==> src/rtl/bpd_pkg.sv <==
package bpd_pkg;

    // Segment states of the run tracker
    typedef enum logic [1:0] {
        ST_NOREF = 2'd0,   // no previous bit held yet
        ST_SEEK  = 2'd1,   // previous bit held, segment has no edges
        ST_ACCUM = 2'd2,   // summing edge offsets into the window
        ST_COUNT = 2'd3    // window full, counting up to the threshold
    } run_state_t;

endpackage

==> src/rtl/bpd_window_sel.sv <==
module bpd_window_sel #(
    parameter int THR_W   = 6,
    parameter int SEL_W   = 2,
    parameter int MIN_LOG = 4,
    parameter int CNT_W   = THR_W + 1,
    parameter int LOG_W   = 3
) (
    input  logic [THR_W-1:0] thr_code_i,
    input  logic [SEL_W-1:0] sel_i,
    output logic [CNT_W-1:0] thr_eff_o,
    output logic [LOG_W-1:0] win_log_o
);

    logic [LOG_W-1:0] thr_log;
    logic [LOG_W-1:0] sel_log;

    // Zero threshold code stands for the full 2^THR_W count
    always_comb begin
        if (thr_code_i == '0)
            thr_eff_o = CNT_W'(1) << THR_W;
        else
            thr_eff_o = {1'b0, thr_code_i};
    end

    // Floor log2 of the effective threshold (highest set bit)
    always_comb begin
        thr_log = '0;
        for (int i = 0; i < CNT_W; i++) begin
            if (thr_eff_o[i])
                thr_log = LOG_W'(i);
        end
    end

    assign sel_log = LOG_W'(MIN_LOG) + LOG_W'(sel_i);

    // Window may not exceed the edges available before detection
    assign win_log_o = (sel_log < thr_log) ? sel_log : thr_log;

endmodule

==> src/rtl/bpd_run_fsm.sv <==
module bpd_run_fsm
    import bpd_pkg::*;
#(
    parameter int CNT_W  = 7,
    parameter int LOG_W  = 3,
    parameter int FILL_W = 8
) (
    input  logic             clk,
    input  logic             rst_n,
    input  logic             bit_vld_i,
    input  logic             bit_i,
    input  logic [CNT_W-1:0] thr_eff_i,
    input  logic [LOG_W-1:0] win_log_i,
    output logic             first_o,
    output logic             acc_add_o,
    output logic             fire_o
);

    run_state_t        state_q, state_d;
    logic              prev_q;
    logic [CNT_W-1:0]  edge_cnt_q;
    logic [FILL_W-1:0] fill_cnt_q;
    logic [FILL_W-1:0] win_n;
    logic              edge_seen;
    logic              pair_same;
    logic              win_full_nxt;

    assign win_n        = FILL_W'(1) << win_log_i;
    assign edge_seen    = bit_vld_i && (state_q != ST_NOREF) && (bit_i != prev_q);
    assign pair_same    = bit_vld_i && (state_q != ST_NOREF) && (bit_i == prev_q);
    assign win_full_nxt = (fill_cnt_q + FILL_W'(1)) == win_n;

    // State register
    always_ff @(posedge clk or negedge rst_n) begin
        if (!rst_n)
            state_q <= ST_NOREF;
        else
            state_q <= state_d;
    end

    // Segment counters and reference bit
    always_ff @(posedge clk or negedge rst_n) begin
        if (!rst_n) begin
            prev_q     <= 1'b0;
            edge_cnt_q <= '0;
            fill_cnt_q <= '0;
        end else if (bit_vld_i) begin
            prev_q <= bit_i;
            if (fire_o || pair_same) begin
                edge_cnt_q <= '0;
                fill_cnt_q <= '0;
            end else if (edge_seen) begin
                edge_cnt_q <= edge_cnt_q + CNT_W'(1);
                if (acc_add_o)
                    fill_cnt_q <= fill_cnt_q + FILL_W'(1);
            end
        end
    end

    // Next-state logic
    always_comb begin
        state_d = state_q;
        unique case (state_q)
            ST_NOREF: begin
                if (bit_vld_i)
                    state_d = ST_SEEK;
            end
            ST_SEEK: begin
                if (edge_seen && !fire_o)
                    state_d = (win_n == FILL_W'(1)) ? ST_COUNT : ST_ACCUM;
            end
            ST_ACCUM: begin
                if (pair_same || fire_o)
                    state_d = ST_SEEK;
                else if (edge_seen && win_full_nxt)
                    state_d = ST_COUNT;
            end
            ST_COUNT: begin
                if (pair_same || fire_o)
                    state_d = ST_SEEK;
            end
            default: state_d = ST_NOREF;
        endcase
    end

    // Control outputs
    always_comb begin
        fire_o    = edge_seen && ((edge_cnt_q + CNT_W'(1)) == thr_eff_i);
        first_o   = edge_seen && (state_q == ST_SEEK);
        acc_add_o = edge_seen && ((state_q == ST_SEEK) || (state_q == ST_ACCUM));
    end

endmodule

==> src/rtl/bpd_phase_acc.sv <==
module bpd_phase_acc #(
    parameter int PH_W  = 10,
    parameter int LOG_W = 3,
    parameter int ACC_W = 18
) (
    input  logic             clk,
    input  logic             rst_n,
    input  logic [PH_W-1:0]  edge_ph_i,
    input  logic             first_i,
    input  logic             acc_add_i,
    input  logic [LOG_W-1:0] win_log_i,
    output logic [PH_W-1:0]  est_o
);

    logic [PH_W-1:0]         ref_q;
    logic signed [ACC_W-1:0] sum_q;
    logic [PH_W-1:0]         rel_raw;
    logic signed [ACC_W-1:0] rel_x;
    logic signed [ACC_W-1:0] sum_cand;
    logic signed [ACC_W-1:0] mean;
    logic [PH_W-1:0]         ref_cand;

    // Modular difference, read as signed: wrap-safe offset
    assign rel_raw = edge_ph_i - ref_q;
    assign rel_x   = {{(ACC_W-PH_W){rel_raw[PH_W-1]}}, rel_raw};

    always_comb begin
        if (first_i)
            sum_cand = '0;
        else if (acc_add_i)
            sum_cand = sum_q + rel_x;
        else
            sum_cand = sum_q;
        ref_cand = first_i ? edge_ph_i : ref_q;
        mean     = sum_cand >>> win_log_i;
        est_o    = ref_cand + mean[PH_W-1:0];
    end

    always_ff @(posedge clk or negedge rst_n) begin
        if (!rst_n) begin
            ref_q <= '0;
            sum_q <= '0;
        end else if (first_i) begin
            ref_q <= edge_ph_i;
            sum_q <= '0;
        end else if (acc_add_i) begin
            sum_q <= sum_q + rel_x;
        end
    end

endmodule

==> src/rtl/burst_preamble_detector.sv <==
module burst_preamble_detector #(
    parameter int PH_W    = 10,
    parameter int THR_W   = 6,
    parameter int SEL_W   = 2,
    parameter int MIN_LOG = 4
) (
    input  logic             clk,
    input  logic             rst_n,
    input  logic             bit_vld_i,
    input  logic             bit_i,
    input  logic [PH_W-1:0]  edge_ph_i,
    input  logic [THR_W-1:0] run_len_i,
    input  logic [SEL_W-1:0] avg_sel_i,
    input  logic             steer_en_i,
    output logic             found_o,
    output logic             steer_o,
    output logic [PH_W-1:0]  steer_phase_o
);

    localparam int CNT_W   = THR_W + 1;
    localparam int MAX_LOG = MIN_LOG + (1 << SEL_W) - 1;
    localparam int LOG_W   = $clog2(MAX_LOG + 1);
    localparam int FILL_W  = MAX_LOG + 1;
    localparam int ACC_W   = PH_W + MAX_LOG + 1;

    logic [CNT_W-1:0] thr_eff;
    logic [LOG_W-1:0] win_log;
    logic             seg_first;
    logic             seg_add;
    logic             seg_fire;
    logic [PH_W-1:0]  est;

    bpd_window_sel #(
        .THR_W  (THR_W),
        .SEL_W  (SEL_W),
        .MIN_LOG(MIN_LOG),
        .CNT_W  (CNT_W),
        .LOG_W  (LOG_W)
    ) u_win (
        .thr_code_i(run_len_i),
        .sel_i     (avg_sel_i),
        .thr_eff_o (thr_eff),
        .win_log_o (win_log)
    );

    bpd_run_fsm #(
        .CNT_W (CNT_W),
        .LOG_W (LOG_W),
        .FILL_W(FILL_W)
    ) u_fsm (
        .clk      (clk),
        .rst_n    (rst_n),
        .bit_vld_i(bit_vld_i),
        .bit_i    (bit_i),
        .thr_eff_i(thr_eff),
        .win_log_i(win_log),
        .first_o  (seg_first),
        .acc_add_o(seg_add),
        .fire_o   (seg_fire)
    );

    bpd_phase_acc #(
        .PH_W (PH_W),
        .LOG_W(LOG_W),
        .ACC_W(ACC_W)
    ) u_acc (
        .clk      (clk),
        .rst_n    (rst_n),
        .edge_ph_i(edge_ph_i),
        .first_i  (seg_first),
        .acc_add_i(seg_add),
        .win_log_i(win_log),
        .est_o    (est)
    );

    // Registered result stage
    always_ff @(posedge clk or negedge rst_n) begin
        if (!rst_n) begin
            found_o       <= 1'b0;
            steer_o       <= 1'b0;
            steer_phase_o <= '0;
        end else begin
            found_o <= seg_fire;
            steer_o <= seg_fire && steer_en_i;
            if (seg_fire)
                steer_phase_o <= est;
        end
    end

endmodule

==> config.mk <==
export PLATFORM = sky130hd
export DESIGN_NAME = burst_preamble_detector
export DESIGN_NICKNAME = d
export VERILOG_FILES = /design/src/rtl/bpd_pkg.sv /design/src/rtl/bpd_window_sel.sv /design/src/rtl/bpd_run_fsm.sv /design/src/rtl/bpd_phase_acc.sv /design/src/rtl/burst_preamble_detector.sv
export SDC_FILE = /design/constraint.sdc
export NUM_CORES = 1
export LEC_CHECK = 0
export CAP_MARGIN = 20
export CORE_ASPECT_RATIO = 1.25
export CORE_MARGIN = 3
export CORE_UTILIZATION = 65
export DETAILED_ROUTE_END_ITERATION = 6
export GPL_ROUTABILITY_DRIVEN = 0
export GPL_TIMING_DRIVEN = 1
export MAX_ROUTING_LAYER = met4
export PLACE_DENSITY = 0.87
export SYNTH_ARGS = -nofsm -noshare
export SYNTH_HDL_FRONTEND = slang
export SYNTH_SLANG_ARGS = --single-unit
==> constraint.sdc <==
create_clock -name clk -period 14.25 [get_ports clk]
set_clock_uncertainty 0.1 [all_clocks]
set_input_delay 3.5625 -clock clk [delete_from_list [all_inputs] [get_ports clk]]
set_output_delay 3.5625 -clock clk [all_outputs]
set_load 0.02 [all_outputs]
Yosys cells after proc, flatten, opt, wreduce, memory -nomap -nowiden --
Cells that the tools add are included.
Word-level totals: bits in registers 58, output and inout bits 12, word-level logic and storage cells 73
Operators by class: add/sub/neg operators 6, order comparisons 1, equality and inequality tests 12, shift operators 2, muxes and demuxes 23, reductions and logical operators 20
Operators with widths (number):
- two-way mux 18 bit | 2
- two-way mux 8 bit | 3
- two-way mux 7 bit | 3
- adder 18 x 10 -> 18 bit | 1
- >>> shifter 18 x 3 -> 10 bit | 1
- two-way mux 2 bit | 7
- two-way mux 3 bit | 4
- adder 10 bit | 1
- two-way mux 10 bit | 1
- subtractor 10 bit | 1
- logical AND 1 bit | 9
- adder 8 x 1 -> 8 bit, second input constant | 1
- == test 8 x 1 -> 1 bit, second input constant | 1
- == test 8 bit | 1
- one-hot mux 2 bit (4 select lines) | 1
- left shift 1 x 3 -> 8 bit, first input constant | 1
- adder 7 x 1 -> 7 bit, second input constant | 1
- == test 7 bit | 1
- logical NOT 6 bit | 1
- nonzero test 2 bit | 3
- == test 2 bit, second input constant | 2
- inequality test 2 x 1 -> 1 bit, second input constant | 2
- AND reduction 4 bit | 1
- adder 3 x 2 -> 3 bit, first input constant | 1
- other kinds (12) | 14

Depth between registers and ports, before layout --
word-level depth 16, mapped depth 31, depth with buffers taken out 31

Cells and area by module --
From an unflattened synthesis, not the netlist that was laid out.
Unflattened totals: cell total of the unflattened synthesis 627, area total of the unflattened synthesis 5454.0 µm²
Modules (own cells, without submodules):
- bpd_phase_acc | instances 1, cells each 392, area each 3249.4 µm², sequential area each 675.6 µm²
- bpd_run_fsm | instances 1, cells each 181, area each 1557.7 µm², sequential area each 450.4 µm²
- burst_preamble_detector | instances 1, cells each 24, area each 465.4 µm², sequential area each 300.3 µm²
- bpd_window_sel | instances 1, cells each 30, area each 181.4 µm², sequential area each 0.0 µm²

Worst setup path after synthesis --
No wires, ideal clock.
path type in2reg, start point input port edge_ph_i[0], end point register steer_phase_o[9], library setup time 138 ps, arrival time 8703 ps, required time 14012 ps, path slack 5309 ps, stages 30, cell sequence inv_1 > ha_1 > fa_1 > nor2b_1 > o21ai_0 > nand2b_1 > a21o_1 > a21o_1 > xor2_1 > ha_1 > or3_1 > o21a_1 > a21oi_1 > xnor2_1 > nand2_1 > a21oi_1 > a21oi_1 > mux2_2 > o21ai_0 > ha_1 > a21o_1 > a21oi_1 > o21bai_1 > a21oi_1 > o21ai_0 > and4_1 > nor3_1 > nor4_1 > a221oi_1 > o211ai_1
On the way: word-level cells in the longest chain between the ends 6, elaborated cells between the ends (all ways) 7, classes of those cells add/sub (3); shift (1); mux (3)
RTL lines:
- start: declaration | RTL line burst_preamble_detector.sv:11 | input logic [PH_W-1:0] edge_ph_i,
- subtractor 10 bit | RTL line bpd_phase_acc.sv:24 | assign rel_raw = edge_ph_i - ref_q;
- adder 18 x 10 -> 18 bit | RTL line bpd_phase_acc.sv:31 | sum_cand = sum_q + rel_x;
- two-way mux 18 bit
- two-way mux 18 bit | RTL line bpd_phase_acc.sv:28 | if (first_i)
- net u_acc.sum_cand[8] | RTL line bpd_phase_acc.sv:19 | logic signed [ACC_W-1:0] sum_cand;
- >>> shifter 18 x 3 -> 10 bit | RTL line bpd_phase_acc.sv:35 | mean = sum_cand >>> win_log_i;
- adder 10 bit | RTL line bpd_phase_acc.sv:36 | est_o = ref_cand + mean[PH_W-1:0];
- end signal: assignment | RTL line burst_preamble_detector.sv:86 | steer_phase_o <= est;
- end: declaration | RTL line burst_preamble_detector.sv:17 | output logic [PH_W-1:0] steer_phase_o
The timed path passes the listed nets, and every way through them passes these cells. A chain may end at the register's enable or synchronous reset.

Worst setup path after layout --
Ends and elaborated chain as after synthesis.

==> key figures <==
Floorplanning
  • Die area: 0.008680 mm^2
  • Top Ports: 35
  • Floorplan core area: 0.007147 mm^2
  • Die height: 103.4 um
  • Starting Density: slightly below 70%
  • Row count: 34
  • Die W: 83.93 um

Worst setup path
  • Worst Path Arrival: 10,030 ps
  • R2R setup slack: 7700 ps
  • Critical Path Max Stage Delay: 470 ps
  • Worst setup EP type: flip-flop
  • Worst setup SP type: input pin
  • Capturing point of the worst reg2reg path: steer_phase_o[9]
  • Worst Path Required: around 14,000 ps
  • Worst r2r path cells: 30
  • CP most frequent cell: a21oi_1
  • Critical-path maximum fanout: 6
  • Worst path slowest cell: clkdlybuf4s50_1
  • CP Class: input pin to flip-flop
  • Worst R2R Start: u_acc.ref_q[0]

Synthesis
  • Synth warn: 0
  • Ys flop type: dfrtp_1
  • FF+latch count, synth: 57
  • Register area share after synthesis: 28.90%
  • Area contributors post-synth: dfrtp_1, ha_1, xnor2_1
  • Ys async rst share: 100.0%
  • Post-synth EDFFs: 0
  • Synth top area share: 28.90%
  • Post-synth top area cell: dfrtp_1
  • Mapped Area: 0.004935 mm^2
  • Post-synthesis area per instance: 8.597 um^2
  • Post-synth cell types: between 60 and 70
  • Post-Syn Instances: 574
  • Count leader, synth: nand2_1
  • Synthesized net count: 641
  • Most instantiated cells after synthesis: nand2_1, dfrtp_1, nor2_1, ha_1, o21ai_0

Clock tree
  • Setup Buffers After CTS: 0
  • Clock buffer count from CTS: 9
  • CTS-repair resized insts: 0
  • Clock Tree Buf Depth: 2
  • H-tree depth: 3
  • Hold_buf cts: 0
  • Clk sinks: 57
  • Clk_lat worst skew: 340 ps
  • Worst-path clk slew: 70 ps
  • CTS tree: yes
  • Clock root buffer master: clkbuf_8

Drt
  • WL final: approximately 12,000 um
  • Routed WL per cell: 16.94 um
  • Drt first pass iters: 5
  • Vias after detailed routing: 4,449
  • First DRT Iteration DRCs: 313
  • DR DRC count: 0
  • Final antenna-violating net count: 0
  • DR vias/cell: 6.383

GRT
  • Most Crowded Layer GR: met2
  • GRT overflow: 0
  • Pin count of the biggest net entering global routing: 58
  • Met1 usage: 31.74%
  • Initial antenna violation count: 0
  • Met2 GRT Util: approximately 52%
  • Met3 usage: 4.596%
  • First-pass GRT wire length: 19,640 um
  • Vias in the first global route: about 4,300
  • Gr usage total: 29.08%

Power and ir drop
  • Pwr Total: approximately 1.3 mW
  • LEAKAGE: 2.562 nW
  • Peak supply drop: 0.1522 mV
  • Pwr/cell area: 240.4 mW/mm^2

Finish
  • FILL cells: 513
  • Post-route insts no fill: between 600 and 700
  • N_diodes: 0
  • Reg area: around 0.0014 mm^2
  • Layout cell share with drive strength beyond 1: 8.072%
  • Area taken by multi-input logic gates: 0.003326 mm^2
  • Area delta synth->final: 12.37%
  • Layout net count: 670

STA
  • Hold Vio Cnt, Final: 0
  • Worst rel slew slack: between 30% and 40%
  • Fin crit share: 69.61%
  • Final TNS setup: 0 ps
  • Max Clk Rate: slightly above 0.1 GHz
  • Slew Limit Fails: 0
  • Final setup fails: 0
  • Fin crit period: 9919 ps
  • Worst slew pin tran: 928.9 ps
  • RSZ-0062 raised after global routing: false

Placement
  • Port bufs: 34
  • Placed cell count: a little under 700
  • Dpl hpwl: approximately 8500 um

Min path
  • Hold Startpoint: steer_phase_o[4]
  • Hold endpoint: steer_phase_o[4]
  • Worst min-delay path class: flip-flop to flip-flop
  • Worst hold path stage count: 1

Run status
  • Outcome: complete, no violations

Run
  • # Max-Cap Violations: 0
[per-layer routing]
| metal | wire, um | vias to the layer above |
|---|---|---|
| met3 | 510 | 37 |
| li1 | - | 2125 |
| met5 | 0 | - |
| met1 | 4761 | 2138 |
| met2 | 6141 | 149 |
| met4 | 391 | 0 |
[report_power, final]
group	internal (mW)	total (mW)	switching (mW)	leakage [nW]
clock	0.0986	0.165	0.0665	0.112
combinational	0.398	0.927	0.529	1.70
sequential	0.211	0.241	0.0299	0.751
[sequential cells by signal, indices dropped and copies added (netlist names)]
name and cells:
u_fsm.state_q 2, steer_o 1, u_fsm.prev_q 1, steer_phase_o 10, u_fsm.fill_cnt_q 8, u_fsm.edge_cnt_q 7
found_o 1, u_acc.ref_q 10, u_acc.sum_q 17
[cell families after synthesis]
logic type / count (synthesis) / share of synthesized area [%]
adders and majority gates: 44 / 11.61
buffers and inverters: 47 / 3.854
and+or+nand+nor: 202 / 20.08
muxes: 27 / 6.085
AOI/OAI and AO/OA: 147 / 20.31
xor gates and xnor gates: 50 / 9.153
DFF: 57 / 28.90
[worst max-delay path: cells and delay by family]
kind / cells / cell delay [ps]
xor+xnor: 2 / 360
buf+inv: 2 / 530
fa+ha+maj: 4 / 1190
mux: 1 / 330
simple gates: 8 / 1360
compound gates: 15 / 2710
[worst max path at each step]
stage / cells after the start / startpoint / end
after detailed placement: 32 / edge_ph_i[0] / steer_phase_o[9]
after CTS: 32 / edge_ph_i[0] / steer_phase_o[9]
after global placement: 32 / edge_ph_i[0] / steer_phase_o[9]
after floorplan: 30 / edge_ph_i[0] / steer_phase_o[9]
final: 32 / edge_ph_i[0] / steer_phase_o[9]
after global routing: 32 / edge_ph_i[0] / steer_phase_o[9]
[layout make-up]
type / instances / share of cell area (%)
inverter: 27 / 1.828
clock inverter: 2 / 0.6318
sequential: 57 / 25.72
timing repair buffer: 38 / 6.588
clock buffer: 13 / 3.227
tap: 90 / 2.031
multi-input combinational: 470 / 59.97
[cells in the final DEF (no fill, tap or decap), drive strengths merged, types with 3 or more instances in the layout]
master,n
nor4,4
nand2b,8
or4,3
nor2b,8
o21a,9
o2111ai,3
o311ai,3
nand4,3
o31a,4
and3,14
dfrtp,57
xnor2,29
buf,5
nand3,16
mux2,14
and2,10
o21bai,6
clkbuf,13
clkdlybuf4s50,33
nor2,47
a21oi,34
nand2,61
mux2i,12
fa,3
or2,4
xor2,20
a31oi,3
or3,3
a211oi,6
and4,3
nor3,14
o211ai,8
inv,27
o21ai,36
a21o,14
ha,41
[stage by stage]
step           setup slack (ps)  hold slack, ps  utilization [%]  area, um^2
4_1_cts                    4369           410.5            77.49        5538
5_1_grt                    3701           422.2            77.59        5545
3_5_place_dp               4053           396.1            74.49        5324
6_report                   4331           408.4            77.59        5545
2_1_floorplan              5309           368.4                -        4935
3_3_place_gp               4328           382.6            74.49        5324
Note: power is estimated with default switching activity, not from simulation.
